===== src/rtl/flash_rmw_pkg.sv =====
package flash_rmw_pkg;

   typedef enum logic [3:0] {
      ST_IDLE,
      ST_LOAD,
      ST_GAP_LOAD,
      ST_POLL_LOAD,
      ST_GAP_POLL,
      ST_WRITE,
      ST_GAP_WRITE,
      ST_PROG,
      ST_GAP_PROG,
      ST_POLL_PROG
   } seq_state_t;

   localparam logic [7:0] OPC_LOAD_B0   = 8'h53;
   localparam logic [7:0] OPC_LOAD_B1   = 8'h55;
   localparam logic [7:0] OPC_WRITE_B0  = 8'h84;
   localparam logic [7:0] OPC_WRITE_B1  = 8'h87;
   localparam logic [7:0] OPC_PROG_B0   = 8'h83;
   localparam logic [7:0] OPC_PROG_B1   = 8'h86;
   localparam logic [7:0] OPC_STATUS    = 8'h57;
   localparam logic [7:0] FILLER_BYTE   = 8'h00;

   localparam int HDR_BYTES  = 4;
   localparam int ADDR_BITS  = 24;
   localparam int READY_BIT  = 7;

   function automatic logic [7:0] pick_opcode(input seq_state_t st, input logic sel);
      logic [7:0] r;
      case (st)
         ST_LOAD:  r = sel ? OPC_LOAD_B1  : OPC_LOAD_B0;
         ST_WRITE: r = sel ? OPC_WRITE_B1 : OPC_WRITE_B0;
         ST_PROG:  r = sel ? OPC_PROG_B1  : OPC_PROG_B0;
         default:  r = OPC_STATUS;
      endcase
      return r;
   endfunction

endpackage


===== src/rtl/rmw_addr_pack.sv =====
module rmw_addr_pack import flash_rmw_pkg::*; #(
   parameter int PAGE_W = 11,
   parameter int BYTE_W = 9
) (
   input  logic [PAGE_W-1:0]    page,
   input  logic [BYTE_W-1:0]    offset,
   output logic [ADDR_BITS-1:0] addr
);
   localparam int PAD_W = ADDR_BITS - PAGE_W - BYTE_W;

   generate
      if (PAD_W < 0) begin : g_bad_width
         $error("page and byte fields exceed the three address bytes");
      end
      if (PAD_W > 0) begin : g_padded
         assign addr = {{PAD_W{1'b0}}, page, offset};
      end else begin : g_exact
         assign addr = {page, offset};
      end
   endgenerate
endmodule


===== src/rtl/rmw_poll_watch.sv =====
module rmw_poll_watch #(
   parameter int LIMIT = 4096
) (
   input  logic clk,
   input  logic rst_n,
   input  logic clear,
   input  logic tick,
   output logic last_try
);
   localparam int CW = $clog2(LIMIT + 1);

   generate
      if (LIMIT < 1) begin : g_bad_limit
         $error("poll limit must be at least one");
      end
   endgenerate

   logic [CW-1:0] tries_q;

   always_ff @(posedge clk or negedge rst_n) begin
      if (!rst_n)      tries_q <= '0;
      else if (clear)  tries_q <= '0;
      else if (tick)   tries_q <= tries_q + 1'b1;
   end

   assign last_try = (tries_q == CW'(LIMIT - 1));
endmodule


===== src/rtl/flash_rmw_seq.sv =====
module flash_rmw_seq import flash_rmw_pkg::*; #(
   parameter int PAGE_W     = 11,
   parameter int BYTE_W     = 9,
   parameter int POLL_LIMIT = 4096,
   parameter int GAP_CYCLES = 1
) (
   input  logic              clk,
   input  logic              rst_n,
   input  logic              req_valid,
   input  logic [PAGE_W-1:0] req_page,
   input  logic [BYTE_W-1:0] req_offset,
   input  logic [BYTE_W-1:0] req_len,
   input  logic              req_buf,
   output logic              busy,
   output logic              done,
   output logic              err_timeout,
   input  logic              din_valid,
   input  logic [7:0]        din_data,
   output logic              din_ready,
   output logic              spi_cs_n,
   output logic              spi_start,
   output logic [7:0]        spi_tx,
   input  logic              spi_done,
   input  logic [7:0]        spi_rx
);
   localparam int CNT_W = BYTE_W + 2;
   localparam int GAP_W = $clog2(GAP_CYCLES + 1);

   generate
      if (GAP_CYCLES < 1) begin : g_bad_gap
         $error("chip-select gap must be at least one cycle");
      end
   endgenerate

   seq_state_t        state_q;
   logic [CNT_W-1:0]  cnt_q;
   logic [GAP_W-1:0]  gap_q;
   logic              inflight_q;
   logic [PAGE_W-1:0] page_q;
   logic [BYTE_W-1:0] off_q;
   logic [BYTE_W-1:0] len_q;
   logic              buf_q;
   logic              done_q;
   logic              err_q;
   logic              start_q;
   logic [7:0]        tx_q;

   logic [ADDR_BITS-1:0] addr_page;
   logic [ADDR_BITS-1:0] addr_off;

   rmw_addr_pack #(.PAGE_W(PAGE_W), .BYTE_W(BYTE_W)) u_pack_page (
      .page   (page_q),
      .offset ('0),
      .addr   (addr_page)
   );

   rmw_addr_pack #(.PAGE_W(PAGE_W), .BYTE_W(BYTE_W)) u_pack_off (
      .page   ('0),
      .offset (off_q),
      .addr   (addr_off)
   );

   logic in_frame, in_gap, is_poll, data_phase, hdr_last, write_last;
   logic issue, byte_done, status_ready, poll_last, gap_last;
   logic [ADDR_BITS-1:0] addr_sel;
   logic [7:0] hdr_b, next_b;

   always_comb begin
      in_frame = (state_q == ST_LOAD) || (state_q == ST_POLL_LOAD) ||
                 (state_q == ST_WRITE) || (state_q == ST_PROG) ||
                 (state_q == ST_POLL_PROG);
      in_gap   = (state_q == ST_GAP_LOAD) || (state_q == ST_GAP_POLL) ||
                 (state_q == ST_GAP_WRITE) || (state_q == ST_GAP_PROG);
      is_poll  = (state_q == ST_POLL_LOAD) || (state_q == ST_POLL_PROG);
      data_phase = (state_q == ST_WRITE) && (cnt_q >= CNT_W'(HDR_BYTES));
      hdr_last   = (cnt_q == CNT_W'(HDR_BYTES - 1));
      write_last = ((cnt_q + 1'b1) == (CNT_W'(HDR_BYTES) + CNT_W'(len_q)));
      gap_last   = (gap_q == GAP_W'(GAP_CYCLES - 1));
      issue      = in_frame && !inflight_q && (!data_phase || din_valid);
      byte_done  = in_frame && inflight_q && spi_done;
      status_ready = spi_rx[READY_BIT];

      addr_sel = (state_q == ST_WRITE) ? addr_off : addr_page;
      case (cnt_q[1:0])
         2'd1:    hdr_b = addr_sel[23:16];
         2'd2:    hdr_b = addr_sel[15:8];
         default: hdr_b = addr_sel[7:0];
      endcase

      if (cnt_q == '0)     next_b = pick_opcode(state_q, buf_q);
      else if (is_poll)    next_b = FILLER_BYTE;
      else if (data_phase) next_b = din_data;
      else                 next_b = hdr_b;
   end

   rmw_poll_watch #(.LIMIT(POLL_LIMIT)) u_watch (
      .clk      (clk),
      .rst_n    (rst_n),
      .clear    (!is_poll),
      .tick     (byte_done && is_poll && (cnt_q != '0) && !status_ready),
      .last_try (poll_last)
   );

   always_ff @(posedge clk or negedge rst_n) begin
      if (!rst_n) begin
         state_q    <= ST_IDLE;
         cnt_q      <= '0;
         gap_q      <= '0;
         inflight_q <= 1'b0;
         page_q     <= '0;
         off_q      <= '0;
         len_q      <= '0;
         buf_q      <= 1'b0;
         done_q     <= 1'b0;
         err_q      <= 1'b0;
         start_q    <= 1'b0;
         tx_q       <= '0;
      end else begin
         done_q  <= 1'b0;
         start_q <= 1'b0;
         if (issue) begin
            start_q    <= 1'b1;
            tx_q       <= next_b;
            inflight_q <= 1'b1;
         end
         if (byte_done) inflight_q <= 1'b0;

         if (in_gap) begin
            if (gap_last) gap_q <= '0;
            else          gap_q <= gap_q + 1'b1;
         end

         case (state_q)
            ST_IDLE: begin
               if (req_valid) begin
                  page_q  <= req_page;
                  off_q   <= req_offset;
                  len_q   <= req_len;
                  buf_q   <= req_buf;
                  err_q   <= 1'b0;
                  cnt_q   <= '0;
                  state_q <= ST_LOAD;
               end
            end
            ST_LOAD, ST_PROG: begin
               if (byte_done) begin
                  if (hdr_last) begin
                     cnt_q   <= '0;
                     state_q <= (state_q == ST_LOAD) ? ST_GAP_LOAD : ST_GAP_PROG;
                  end else begin
                     cnt_q <= cnt_q + 1'b1;
                  end
               end
            end
            ST_WRITE: begin
               if (byte_done) begin
                  if (write_last) begin
                     cnt_q   <= '0;
                     state_q <= ST_GAP_WRITE;
                  end else begin
                     cnt_q <= cnt_q + 1'b1;
                  end
               end
            end
            ST_POLL_LOAD, ST_POLL_PROG: begin
               if (byte_done) begin
                  if (cnt_q == '0) begin
                     cnt_q <= CNT_W'(1);
                  end else if (status_ready) begin
                     cnt_q <= '0;
                     if (state_q == ST_POLL_LOAD) begin
                        state_q <= ST_GAP_POLL;
                     end else begin
                        state_q <= ST_IDLE;
                        done_q  <= 1'b1;
                     end
                  end else if (poll_last) begin
                     cnt_q   <= '0;
                     err_q   <= 1'b1;
                     state_q <= ST_IDLE;
                  end
               end
            end
            ST_GAP_LOAD:  if (gap_last) state_q <= ST_POLL_LOAD;
            ST_GAP_POLL:  if (gap_last) state_q <= ST_WRITE;
            ST_GAP_WRITE: if (gap_last) state_q <= ST_PROG;
            ST_GAP_PROG:  if (gap_last) state_q <= ST_POLL_PROG;
            default:      state_q <= ST_IDLE;
         endcase
      end
   end

   assign busy        = (state_q != ST_IDLE);
   assign done        = done_q;
   assign err_timeout = err_q;
   assign din_ready   = data_phase && !inflight_q;
   assign spi_cs_n    = !in_frame;
   assign spi_start   = start_q;
   assign spi_tx      = tx_q;
endmodule


===== config.mk =====
export PLATFORM = sky130hd
export DESIGN_NAME = flash_rmw_seq
export DESIGN_NICKNAME = d
export VERILOG_FILES = /design/src/rtl/flash_rmw_pkg.sv /design/src/rtl/rmw_addr_pack.sv /design/src/rtl/rmw_poll_watch.sv /design/src/rtl/flash_rmw_seq.sv
export SDC_FILE = /design/constraint.sdc
export NUM_CORES = 1
export LEC_CHECK = 0
export ABC_AREA = 1
export BUFFER_PORTS_ARGS = -buffer_cell sky130_fd_sc_hd__buf_2
export CORE_AREA = 8 8 100 102
export CTS_CLUSTER_SIZE = 10
export DETAILED_ROUTE_END_ITERATION = 8
export DIE_AREA = 0 0 108 110
export HOLD_SLACK_MARGIN = 0.15
export PLACE_DENSITY = 0.82
export SYNTH_ARGS = -nofsm -noshare
export SYNTH_HDL_FRONTEND = slang
export SYNTH_SLANG_ARGS = --single-unit
export TNS_END_PERCENT = 50

===== constraint.sdc =====
create_clock -name clk -period 3.7 [get_ports clk]
set_input_delay 0.185 -clock clk [delete_from_list [all_inputs] [get_ports clk]]
set_output_delay 0.185 -clock clk [all_outputs]
set_load 0.05 [all_outputs]

## After elaboration in Yosys (flattened, before gate mapping)

Index checks and enable logic that the tools add are counted.

| operators by class | value |
|---|---|
| order comparisons | 1 |
| reduce and logical (&&, ||, !) cells | 35 |
| equality and inequality tests | 30 |
| $mul | 0 |
| bitwise operators | 0 |
| shift-type cells | 0 |
| mux-type cells | 52 |
| divide/modulo/power cells | 0 |
| add/sub/neg operators | 4 |

Operators with widths:

| operator | count |
|---|---|
| 11-bit two-way mux | 9 |
| 4-bit two-way mux | 14 |
| 11-bit one-hot mux with 4 select lines | 1 |
| 4-bit one-hot mux with 8 select lines | 1 |
| 13-bit two-way mux | 2 |
| 2-bit inequality test (second input constant) | 13 |
| 8-bit two-way mux | 3 |
| 8-bit one-hot mux with 3 select lines | 1 |
| 20-bit two-way mux | 1 |
| 4-bit by 3-bit == test with 1-bit output (second input constant) | 4 |
| 8-bit one-hot mux with 2 select lines | 1 |
| 1-bit two-way mux | 14 |
| 13-bit by 1-bit adder with 13-bit output (second input constant) | 1 |
| 13-bit by 12-bit == test with 1-bit output (second input constant) | 1 |
| 12-bit AND reduction | 1 |
| 6-bit AND reduction | 2 |
| 11-bit by 1-bit adder with 11-bit output (second input constant) | 1 |
| 11-bit by 10-bit == test with 1-bit output | 1 |
| 11-bit by 2-bit == test with 1-bit output (second input constant) | 1 |
| 11-bit by 3-bit greater-or-equal comparator with 1-bit output (second input constant) | 1 |
| 11-bit logical NOT | 1 |
| 11-bit nonzero test | 1 |
| 3-bit by 9-bit adder with 10-bit output (first input constant) | 1 |
| 1-bit logical AND | 9 |
| 19 further kinds | 37 |

| word-level totals | value |
|---|---|
| bits in read-only memories | 0 |
| logic and storage cells | 135 |
| memories | 0 |
| RAM bits | 0 |
| register bits after elaboration | 71 |
| latch bits | 0 |

## Depth between registers and ports, before layout

| depth | value |
|---|---|
| depth in word-level cells | 12 |
| depth in mapped cells | 16 |
| mapped depth without buffers | 16 |

## Cells and area by module

Synthesis repeated with hierarchy kept, for this count alone.

| unflattened totals | value |
|---|---|
| cells, all modules | 671 |
| area total of the unflattened synthesis | 4679.5 um^2 |

Modules (own cells, without submodules):

| module | area each (um^2) | cells each | instances |
|---|---|---|---|
| flash_rmw_seq | 3559.7 | 521 | 1 |
| rmw_poll_watch | 752.0 | 100 | 1 |
| rmw_addr_pack | 183.9 | 25 | 2 |

## Worst setup path before layout

No wires, ideal clock.

| timing path | value |
|---|---|
| path type | flip-flop to output port |
| start | register state_q[3] |
| end | output port din_ready |
| arrival | 1.834 ns |
| stages on the path, launching flop included | 7 |
| data required time | 3.515 ns |
| buffers on the path | 1 |
| setup slack | 1.681 ns |
| path through | dfrtp_1 > nor2_1 > nand2_1 > nor2_2 > inv_2 > clkbuf_1 > nor2_1 |

| between the ends | value |
|---|---|
| longest elaborated chain between the ends | 3 |

Ends and longest elaborated chain:

| element | RTL line | RTL |
|---|---|---|
| start, declared | flash_rmw_seq.sv:35 | `seq_state_t state_q;` |
| start signal, assigned | flash_rmw_seq.sv:149 | `state_q <= (state_q == ST_LOAD) ? ST_GAP_LOAD : ST_GAP_PROG;` |
| 4-bit by 3-bit == test with 1-bit output | flash_rmw_seq.sv:75 | `data_phase = (state_q == ST_WRITE) && (cnt_q >= CNT_W'(HDR_BYTES));` |
| 1-bit logical AND | flash_rmw_seq.sv:75 |  |
| 1-bit logical AND | flash_rmw_seq.sv:196 | `assign din_ready = data_phase && !inflight_q;` |
| end, declared | flash_rmw_seq.sv:19 | `output logic din_ready,` |

No other way between the ends.

## Worst setup path after layout

Same ends and word-level chain as after synthesis.

==> run summary <==
The clock buffer count from CTS came out at 9. The clock transition at the registers of the reported paths is ~90 ps. The internal portion of total power is about 1800 uW. The floorplan row count is 34. The endpoint identified for the worst register-to-register timing path is cnt_q[4]$_DFFE_PN0P_. The number of buffers and inverters on the critical path is 2.

For this run, the number of Yosys warnings is 0. The number of diodes came out at 0. The critical path is of the reg2out type. The clock latency reported for the late side of the worst-skew pair came out at 360 ps. The overall track demand over capacity in global routing is 0.194. At the worst endpoint, the required time is 3510 ps.

The initial antenna violation count is 0. The sequential element share of the synthesized area came out at 0.424. The pre-antenna-repair detailed-routing pass consisted of 5 iterations. Setup violations remaining at the end of the flow were counted as 0. The peak per-stage delay on the critical path came out at about 430 ps. OpenSTA, run right after detailed placement, puts the worst setup slack at approximately 1400 ps. For this run, the post-layout net count is about 730. The I/O pin count came out at between 60 and 70. The hold path depth came out at 3.

For this design, the sink count on the clock tree is 70. Walking the worst path, the cells encountered are nor2_1 -> nand2_1 -> nor2_2 -> inv_2 -> nor2_1 -> buf_2. The mean area per synthesized cell came out at roughly 7.1 um2.

The average wire per cell in the routed design is 14.3 um. The startpoint class of the critical path is a flip-flop. The number of global-route vias before repair came out at 4,064.

The gate count of the mapped netlist came out at a little under 600. The fraction of power consumed by combinational cells is 0.445. After layout, the worst setup slack is about 1200 ps.

STA classifies the critical path endpoint as an output pin. The path category of the worst min-delay check is in2reg. The maximum number of pins on one net before global-route repair is 54. The number of post-CTS setup repair buffers is 0.

The detail route stage leaves a number of antenna-violating nets equal to 0. The placeable core area came out at roughly 0.0085 mm2. The signal arrival time at the worst endpoint came out at ~2300 ps. The final period utilization is 0.671. The overall via count from detail_route is 4,205. TritonCTS built the clock tree.

The most common library cell in the layout ignoring fill and taps is nand2_1. For the final routed database, the setup TNS stands at 0 ps. The register-to-register setup slack came out at 1360 ps. The number of endpoints with negative hold slack in the final report is 0.

The horizontal die dimension is roughly 110 um. The H-tree depth came out at 3. Synthesis produced a netlist with a net count of 636. The area fraction in and, or, nand and nor cells after synthesis came out at 0.323.

The instance area after placement came out at 0.00451 mm2. The via density per instance came out at about 5.4. The first global-routing pass estimated approximately 18 mm of wire.

The final critical delay including setup and external delays is approximately 2500 ps. The depth of the most critical reg-to-reg path came out at 12. The master of the slowest instance on the critical path is dfrtp_1. The area growth from synthesis to layout is 22.7%. Of the total power, the share spent switching nets is 0.458. The y dimension of the die came out at 110 um. The max-slew violation count was 0. By area, the combinational part of the netlist is dominated by simple AND/OR/NAND/NOR gates. The leakage component of the power is 0.00246 uW. The register share of total power is 0.340. The top flip-flop cell by instance count after synthesis is dfrtp_1. The highest fanout seen on the critical path is 15. In the final layout, the share of cells above drive strength 1 is 0.159. The total grt overflow is 0. The transition at the pin with the smallest max-transition slack came out at 835 ps. The clock tree buffer depth came out at 2.

The synthesized area is about 0.0041 mm2. For this run, the number of standard cells in the final layout without fillers is ~800. The post-synthesis share of cell area spent on full adders, half adders and majority gates came out at 0.0182. For the final database, setup skew stands at 11.8 ps. The DRC violation count after routing came out at 0.

Across the run, the number of max-cap violations was 0. The post-synthesis async set-or-reset flop share came out at 1.00. In this design, the critical path's most frequently occurring cell is nor2_1. The area fraction in compound gates after synthesis came to 0.134. The post-placement cell count is roughly 730. Setup repair after global routing left no endpoint under its margin. The net switching power came out at between 1500 and 2000 uW. The final design instance area without fill came out at 0.00507 mm2. The initial utilization of the core area, before any placement, comes to 0.488. In this design, the largest share of critical-path delay is due to simple AND/OR/NAND/NOR gates. The xor/xnor share of the synthesized area came out at 0.0106.

In this run the tool buffered the top-level ports with 57 buffer cells. The library cells used most frequently in the layout, excluding fill and tap cells, are 185 x nand2_1, 72 x inv_1, 70 x dfrtp_1, 57 x buf_2, 46 x nor2_1. The placer's final routability congestion estimate came out at between 0.9 and 1.

The synthesized netlist contains between 40 and 50 unique library cells. The mux cell area share after synthesis came out at 0. The number of synthesized register bits is 70.

The maximum VDD drop came out at approximately 0.0004 V. The first routing iteration left 375 violations. The number of enable-type register cells in the synthesized netlist came out at 0. The headroom to the max-slew limit came out at 0.443. For this design, the CTS-stage hold fixing added 33 buffers. The die covers approximately 0.012 mm2. The launch instance of the worst min-delay path is din_data[6]. The path with the worst hold slack has its endpoint at spi_tx[6]$_DFFE_PN0P_. The clock share of power is 0.215.

The run finished with clean final reports. The post-detailed-placement half-perimeter wirelength is between 7 and 8 mm. The maximum frequency from static timing analysis came out at between 400 and 500 MHz. The number of gates resized after CTS is 0. Power spread over the standard cell area amounts to about 660 mW/mm2. The routed wire length came out at between 10 and 15 mm. The number of inserted filler cells in the final layout is around 690. The root buffer cell chosen for the clock tree is clkbuf_8.

The startpoint identified for the worst register-to-register timing path is state_q[1]$_DFFE_PN0P_.
[flip-flops by register name (all words and copies together) (netlist names)]
register         flops
off_q                9
spi_tx               8
len_q                9
spi_start            1
page_q              11
inflight_q           1
cnt_q               11
done                 1
state_q              4
err_timeout          1
u_watch.tries_q     13
buf_q                1
[metrics by stage]
| stage | hold WS (ps) | util | power, uW |
|---|---|---|---|
| after floorplan | -111 | - | 2230 |
| after global placement | 318 | 0.533 | 2510 |
| after detailed placement | 327 | 0.533 | 2560 |
| after CTS | 153 | 0.599 | 3310 |
| after global routing | 178 | 0.599 | 3560 |
| final | 168 | 0.599 | 3330 |
[Yosys cell counts (2+ instances only)]
cell	n	area [um2]
a31oi_1	4	25.0
nor2_4	2	22.5
nor2_2	6	37.5
nand3_1	35	175
nand2_1	185	694
inv_1	72	270
o22ai_1	2	12.5
nand2_2	3	18.8
o21ai_0	45	225
o21ai_1	11	55.1
a21oi_1	17	85.1
xor2_1	3	26.3
clkbuf_1	4	15.0
nor3_2	3	30.0
xnor2_1	2	17.5
nand3_2	2	20.0
nor4_1	2	12.5
buf_2	6	30.0
o211ai_1	6	45.0
nor2_1	47	176
o221ai_1	4	35.0
inv_2	9	33.8
ha_1	6	75.1
o31ai_1	3	22.5
nand4_1	7	43.8
nand2_4	2	22.5
dfrtp_1	70	1750
nor3_1	7	35.0
[worst register-to-register path, cell delays in order (launching register included)]
cell     delay, ps
dfrtp_1        420
inv_1          100
nand2_1         70
o21ai_2        510
inv_2          200
nor2_4         160
nand2_1         80
inv_2           70
nand2_1         60
nand2_2        240
nor2_2         170
nand3_1        110
o21ai_1         60
[logic make-up (layout without fill, tap and decap cells)]
logic type      after synthesis  in the layout
fa+ha+maj                     6              6
compound gates               98             98
xor+xnor                      5              5
flops                        70             70
simple gates                306            306
buf+inv                      94            190
[power groups by stage]
stage	clock network (uW)	registers (uW)	logic (uW)
floorplan	0	1240	992
global placement	0	1130	1380
detailed placement	0	1140	1420
CTS	727	1130	1450
global route	755	1160	1650
finish	717	1130	1480
[per-layer routing]
| metal | up-vias | track usage | wire, um |
|---|---|---|---|
| li1 | 2034 | - | - |
| met1 | 1965 | 0.220 | 4540 |
| met5 | - | 0 | 0 |
| met4 | 0 | 0.0932 | 213 |
| met3 | 24 | 0.0552 | 868 |
| met2 | 182 | 0.331 | 5560 |
[how the worst max path moves through the flow]
| stage | start | end | slack (ps) | cells past startpoint |
|---|---|---|---|---|
| final | state_q[3]$_DFFE_PN0P_ | din_ready | 1220 | 6 |
| after detailed placement | state_q[0]$_DFFE_PN0P_ | cnt_q[4]$_DFFE_PN0P_ | 1360 | 11 |
| after floorplan | state_q[3]$_DFFE_PN0P_ | din_ready | 1680 | 6 |
| after global routing | state_q[2]$_DFFE_PN0P_ | din_ready | 1020 | 7 |
| after global placement | state_q[0]$_DFFE_PN0P_ | cnt_q[2]$_DFFE_PN0P_ | 1400 | 11 |
| after CTS | state_q[2]$_DFFE_PN0P_ | din_ready | 1210 | 7 |
[layout make-up]
| class | instances | area [um2] | area share |
|---|---|---|---|
| clock buffers | 9 | 124 | 0.0244 |
| clock inverters | 7 | 105 | 0.0207 |
| inverters | 82 | 310 | 0.0612 |
| multi-input cells | 415 | 2010 | 0.397 |
| flip-flops and latches | 70 | 1750 | 0.346 |
| well taps | 108 | 135 | 0.0267 |
| repair buffers | 92 | 631 | 0.124 |
(Power assumes the default switching activity.)
